[config.mk]
export PLATFORM = sky130hd
export DESIGN_NAME = gpio_irq_bank
export DESIGN_NICKNAME = d
export VERILOG_FILES = /design/src/rtl/gpio_irq_bank.sv
export SDC_FILE = /design/constraint.sdc
export NUM_CORES = 1
export LEC_CHECK = 0
export BUFFER_PORTS_ARGS = -buffer_cell sky130_fd_sc_hd__buf_2
export CAP_MARGIN = 10
export CORE_UTILIZATION = 45
export CTS_CLUSTER_SIZE = 25
export DETAILED_ROUTE_END_ITERATION = 10
export PLACE_DENSITY = 0.75
export SYNTH_ARGS = -nofsm -noshare
export SYNTH_HDL_FRONTEND = slang
export SYNTH_SLANG_ARGS = --single-unit
export TNS_END_PERCENT = 30
[constraint.sdc]
create_clock -name clk -period 4.9 [get_ports clk]
set_input_delay 0.735 -clock clk [delete_from_list [all_inputs] [get_ports clk]]
set_output_delay 0.735 -clock clk [all_outputs]
set_load 0.005 [all_outputs]
[src/rtl/gpio_irq_bank.sv]
module gpio_irq_bank #(
  parameter int NPINS    = 32,
  parameter int FILT_LEN = 4,
  parameter int AW       = 7
) (
  input  logic             clk,
  input  logic             rst_n,
  input  logic             bus_we,
  input  logic [AW-1:0]    bus_addr,
  input  logic [NPINS-1:0] bus_wdata,
  output logic [NPINS-1:0] bus_rdata,
  input  logic [NPINS-1:0] pin_in,
  output logic [NPINS-1:0] pin_out,
  output logic [NPINS-1:0] pin_oe,
  output logic             irq
);
  localparam int CW = (FILT_LEN > 2) ? $clog2(FILT_LEN) : 1;
  localparam logic [CW-1:0] CMAX = CW'(FILT_LEN - 1);
  localparam logic [AW-1:0] A_MODE = AW'('h00), A_DIR = AW'('h04), A_DOUT = AW'('h08),
                            A_DIN  = AW'('h0C), A_STAT = AW'('h10), A_CLR = AW'('h14),
                            A_MASK = AW'('h18), A_UNMASK = AW'('h1C), A_POL = AW'('h20),
                            A_SENSE = AW'('h24), A_FILT = AW'('h28), A_BOTH = AW'('h4C);

  logic [NPINS-1:0] mode_q, dir_q, dout_q, pol_q, sense_q, filt_q, both_q, ena_q, stat_q;
  logic [NPINS-1:0] s1_q, s2_q, flt_q, lvl_d_q;
  logic [NPINS-1:0] lvl, rise, fall, hit, clr;

  always_ff @(posedge clk or negedge rst_n) begin
    if (!rst_n) begin
      mode_q <= '0; dir_q <= '0; dout_q <= '0; pol_q <= '0;
      sense_q <= '0; filt_q <= '0; both_q <= '0; ena_q <= '0;
    end else if (bus_we) begin
      case (bus_addr)
        A_MODE:   mode_q  <= bus_wdata;
        A_DIR:    dir_q   <= bus_wdata;
        A_DOUT:   dout_q  <= bus_wdata;
        A_POL:    pol_q   <= bus_wdata;
        A_SENSE:  sense_q <= bus_wdata;
        A_FILT:   filt_q  <= bus_wdata;
        A_BOTH:   both_q  <= bus_wdata;
        A_MASK:   ena_q   <= ena_q & bus_wdata;
        A_UNMASK: ena_q   <= ena_q | bus_wdata;
        default: ;
      endcase
    end
  end

  assign clr = (bus_we && bus_addr == A_CLR) ? bus_wdata : '0;

  always_ff @(posedge clk or negedge rst_n) begin
    if (!rst_n) begin
      s1_q <= '0; s2_q <= '0;
    end else begin
      s1_q <= pin_in; s2_q <= s1_q;
    end
  end

  for (genvar i = 0; i < NPINS; i++) begin : g_filt
    logic [CW-1:0] cnt_q;
    always_ff @(posedge clk or negedge rst_n) begin
      if (!rst_n) begin
        cnt_q <= '0; flt_q[i] <= 1'b0;
      end else if (!filt_q[i] || s2_q[i] == flt_q[i]) begin
        cnt_q <= '0; flt_q[i] <= s2_q[i];
      end else if (cnt_q == CMAX) begin
        cnt_q <= '0; flt_q[i] <= s2_q[i];
      end else begin
        cnt_q <= cnt_q + 1'b1;
      end
    end
  end

  assign lvl  = (filt_q & flt_q) | (~filt_q & s2_q);
  assign rise = lvl & ~lvl_d_q;
  assign fall = ~lvl & lvl_d_q;
  assign hit  = mode_q & sense_q &
                ((both_q & (rise | fall)) | (~both_q & ~pol_q & rise) | (~both_q & pol_q & fall));

  always_ff @(posedge clk or negedge rst_n) begin
    if (!rst_n) begin
      lvl_d_q <= '0; stat_q <= '0;
    end else begin
      lvl_d_q <= lvl;
      stat_q  <= (mode_q & ~sense_q & (lvl ^ pol_q)) |
                 (mode_q & sense_q & ((stat_q & ~clr) | hit));
    end
  end

  always_comb begin
    case (bus_addr)
      A_MODE:  bus_rdata = mode_q;
      A_DIR:   bus_rdata = dir_q;
      A_DOUT:  bus_rdata = dout_q;
      A_DIN:   bus_rdata = s2_q;
      A_STAT:  bus_rdata = stat_q;
      A_MASK:  bus_rdata = ena_q;
      A_POL:   bus_rdata = pol_q;
      A_SENSE: bus_rdata = sense_q;
      A_FILT:  bus_rdata = filt_q;
      A_BOTH:  bus_rdata = both_q;
      default: bus_rdata = '0;
    endcase
  end

  assign pin_out = dout_q;
  assign pin_oe  = dir_q & ~mode_q;
  assign irq     = |(stat_q & ena_q);


  sticky_edge_chk: assert property (@(posedge clk) disable iff (!rst_n)
    !bus_we |=> ((stat_q & $past(stat_q & mode_q & sense_q)) == $past(stat_q & mode_q & sense_q)));

  mask_only_clears_chk: assert property (@(posedge clk) disable iff (!rst_n)
    (bus_we && bus_addr == A_MASK) |=> ((ena_q & ~$past(ena_q)) == '0));

  unmask_only_sets_chk: assert property (@(posedge clk) disable iff (!rst_n)
    (bus_we && bus_addr == A_UNMASK) |=> (($past(ena_q) & ~ena_q) == '0));

  irq_needs_enable_chk: assert property (@(posedge clk) disable iff (!rst_n)
    irq |-> (ena_q != '0));

  clear_no_edge_chk: assert property (@(posedge clk) disable iff (!rst_n)
    (bus_we && bus_addr == A_CLR && !bus_we_mode_sense()) |=>
      ((stat_q & $past(bus_wdata & mode_q & sense_q & ~hit)) == '0));

  function automatic logic bus_we_mode_sense();
    return 1'b0;
  endfunction
endmodule

==> results_dict.tcl <==
set metrics [dict create \
    route.detailed.vias_per_inst 5.86 \
    drive_above_1_share_pct 29.0 \
    grt_max_degree 112 \
    area_growth_syn_to_layout_pct 15.7 \
    pwr_density_cell_nw_per_um2 361 \
    yosysMostFrequentCell "dfrtp_1" \
    yosysWarnings 0 \
    place_inst 2679 \
    initial_utilization_pct 45.6 \
    grt_antenna_before_repair 10 \
    drt_iter0_drc 1483 \
    synth_cells 1875 \
    end_kind "primary output" \
    leakage_uw 0.0129 \
    relSlewSlack_pct 17.5 \
    wl_per_cell_microns 23.3 \
    hpwl_microns 43100 \
    peakVddDrop_v 0.000277 \
    tightest_slew_ns 1.24 \
    drt.antenna.violating_nets 0 \
    hold_class "in -> async" \
    design_area_sq_um 26400 \
    cts_buffers 51 \
    synth_adder_area_share_pct 5.26 \
    cts.clk_slew.worst_paths_ns 0.06 \
    die_area_sq_um 51600 \
    num_rows 82 \
    cts_sinks 480 \
    drc 0 \
    ys_seq_area_share_pct 52.6 \
    clockBufferDepth 3 \
    cts_resized 0 \
    postCtsSetupBuffers 0 \
    setup_viol_count_final 0 \
    io_buffer_count 170 \
    place_congestion 0.901 \
    io_pins 171 \
    skew_ns 0.0110 \
    dieHeight_microns 227 \
    die_x_microns 227 \
    synth-seq-cells 480 \
    fin_crit_ns 4.30 \
    cp_max_fo 26 \
    fmax_mhz 232 \
    setup_tns_ns 0 \
    yosysUniqueCellTypes 49 \
    grt_use_total_pct 25.5 \
    syn_area_sq_um 22800 \
    worst_path_max_delay_cell "and2_1" \
    synthMuxAreaShare_pct 19.8 \
    grt_pass1_vias 16700 \
    synth_top_area_share_pct 52.6 \
    worst_skew_pair.late_latency_ns 0.59 \
    required_ns 4.16 \
    via_count 16300 \
    cp.arrival_ns 3.57 \
    yosys.area.top_type "dfrtp_1" \
    wirelength_microns 64700 \
    grt_pass1_wl_microns 99000 \
    start_kind "primary input" \
    drt_pass1_iterations 5 \
    fillers 4257 \
    drv_slew 0 \
    drv_cap 0 \
    place_area_sq_um 24600 \
    synth_ff_type "dfrtp_1" \
    whs_ns 0.205 \
    critical_path.cell_chain "buf_2 > buf_4 > nor4bb_1 > and2_1 > buf_4 > a32oi_1 > o211ai_1 > buf_2" \
    overflow 0 \
    slowest_delay_ns 1.01 \
    synth-xor-area-share_pct 2.46 \
    core_area_sq_um 50100 \
    worstSetupPathType "in -> out" \
    finalNonFillerCells 2776 \
    ys_top_cells_by_count "dfrtp_1, mux2_2, mux2i_1" \
    synth.area.top_cells "dfrtp_1, mux2_2, ha_1" \
    period_share_pct 87.8 \
    cts_tree "built" \
    synth_top_family_by_area "multiplexers" \
    synthArstFlopShare_pct 100 \
    synth-simple-area-share_pct 7.27 \
    synth_area_per_cell_sq_um 12.2 \
    cts_max_level 2 \
    synth-edff-count 0 \
    rsz0062_at_grt "no" \
    synth_compound_area_share_pct 9.54 \
    hold_violations 0 \
    cts_hold_buf 0 \
    outcome "finished clean" \
    clockRootBuffer "clkbuf_16" \
    final_nets 2230 \
    synthesis.nets 2045 \
]
-- power by group --
part | switching, uW | leakage [uW] | internal, uW
logic | 504 | 0.00570 | 465
clock network | 1610 | 0.000862 | 2430
registers | 289 | 0.00631 | 4230
total | 2400 | 0.0129 | 7130
-- placed cells by master (no fill, tap or decap), types with 13 or more instances in the layout --
master and instances:
a21oi_1 35, a22o_1 39, a22oi_1 43, a31oi_1 32, a32oi_1 17, buf_2 168
buf_4 30, clkbuf_16 53, clkbuf_8 13, dfrtp_1 480, ha_1 96, inv_1 96
mux2_2 305, mux2i_1 105, nand2_1 66, nand2b_1 13, nand3_1 27, nor2_1 82
nor2b_1 53, nor3_1 17, nor3b_1 23, o211ai_1 16, o21ai_0 102, o22ai_1 14
xnor2_1 60
-- worst max-delay path: cells and delay by family --
family	cells	cell delay, ns
AO/OA/AOI/OAI	2	0.36
buffers and inverters	4	1.02
AND/OR/NAND/NOR	2	1.42
-- logic make-up (layout without fill, tap and decap cells) --
group           count (synthesis)  after routing
compound gates                328            328
xor+xnor                       64             64
simple gates                  323            323
buf+inv                       171            394
other cells                     0              6
flops                         480            480
mux                           413            413
fa+ha+maj                      96             96
-- stage by stage --
| step | power, uW | worst slack [ns] | util (%) |
|---|---|---|---|
| 6_report | 9530 | 0.597 | 52.7 |
| 5_1_grt | 9890 | 0.604 | 52.7 |
| 4_1_cts | 9580 | 0.735 | 52.7 |
| 3_5_place_dp | 5550 | 0.781 | 49.2 |
| 3_3_place_gp | 5490 | 0.810 | 49.2 |
| 2_1_floorplan | 5090 | 1.89 | - |
-- metal layers --
metal	part of all wire, %	GRT usage (%)	routed length (microns)	vias up
met5	0.048	0	31	-
met4	5.1	13.7	3290	6
met3	8.2	5.19	5320	218
met2	46	39.2	29600	732
met1	41	33.8	26400	8224
li1	-	-	-	7094
-- registers in the layout, indices dropped and copies added, names as in the netlist --
register	cells
s2_q	32
filt_q	32
stat_q	32
both_q	32
s1_q	32
mode_q	32
lvl_d_q	32
pin_out	32
sense_q	32
ena_q	32
flt_q	32
g_filt.cnt_q	64
pol_q	32
dir_q	32
-- layout make-up --
class                           count  area, sq um  share of cell area (%)
Antenna cell                        6         15.0                  0.0569
Clock buffer                       73         1530                    5.80
Clock inverter                     18          233                   0.882
Inverter                           96          360                    1.37
Multi-Input combinational cell   1224        10200                    38.5
Sequential cell                   480        12000                    45.5
Tap cell                          672          841                    3.19
Timing Repair Buffer              207         1240                    4.70
-- path summary, 6_finish.rpt --
| check | from | end | cells past startpoint | slack [ns] |
|---|---|---|---|---|
| max in group asynchronous | rst_n | g_filt[1].cnt_q[1] | 2 | 3.48 |
| worst min-delay path | rst_n | s1_q[25] | 1 | 0.21 |
| worst max register to register | filt_q[12] | stat_q[12] | 6 | 2.94 |
| worst min register to register | s1_q[31] | s2_q[31] | 0 | 0.34 |
| worst max-delay path | bus_addr[2] | bus_rdata[31] | 8 | 0.60 |
| min in group clk | pin_in[5] | s1_q[5] | 1 | 0.25 |
No activity file was read; power rests on OpenSTA's default activity.
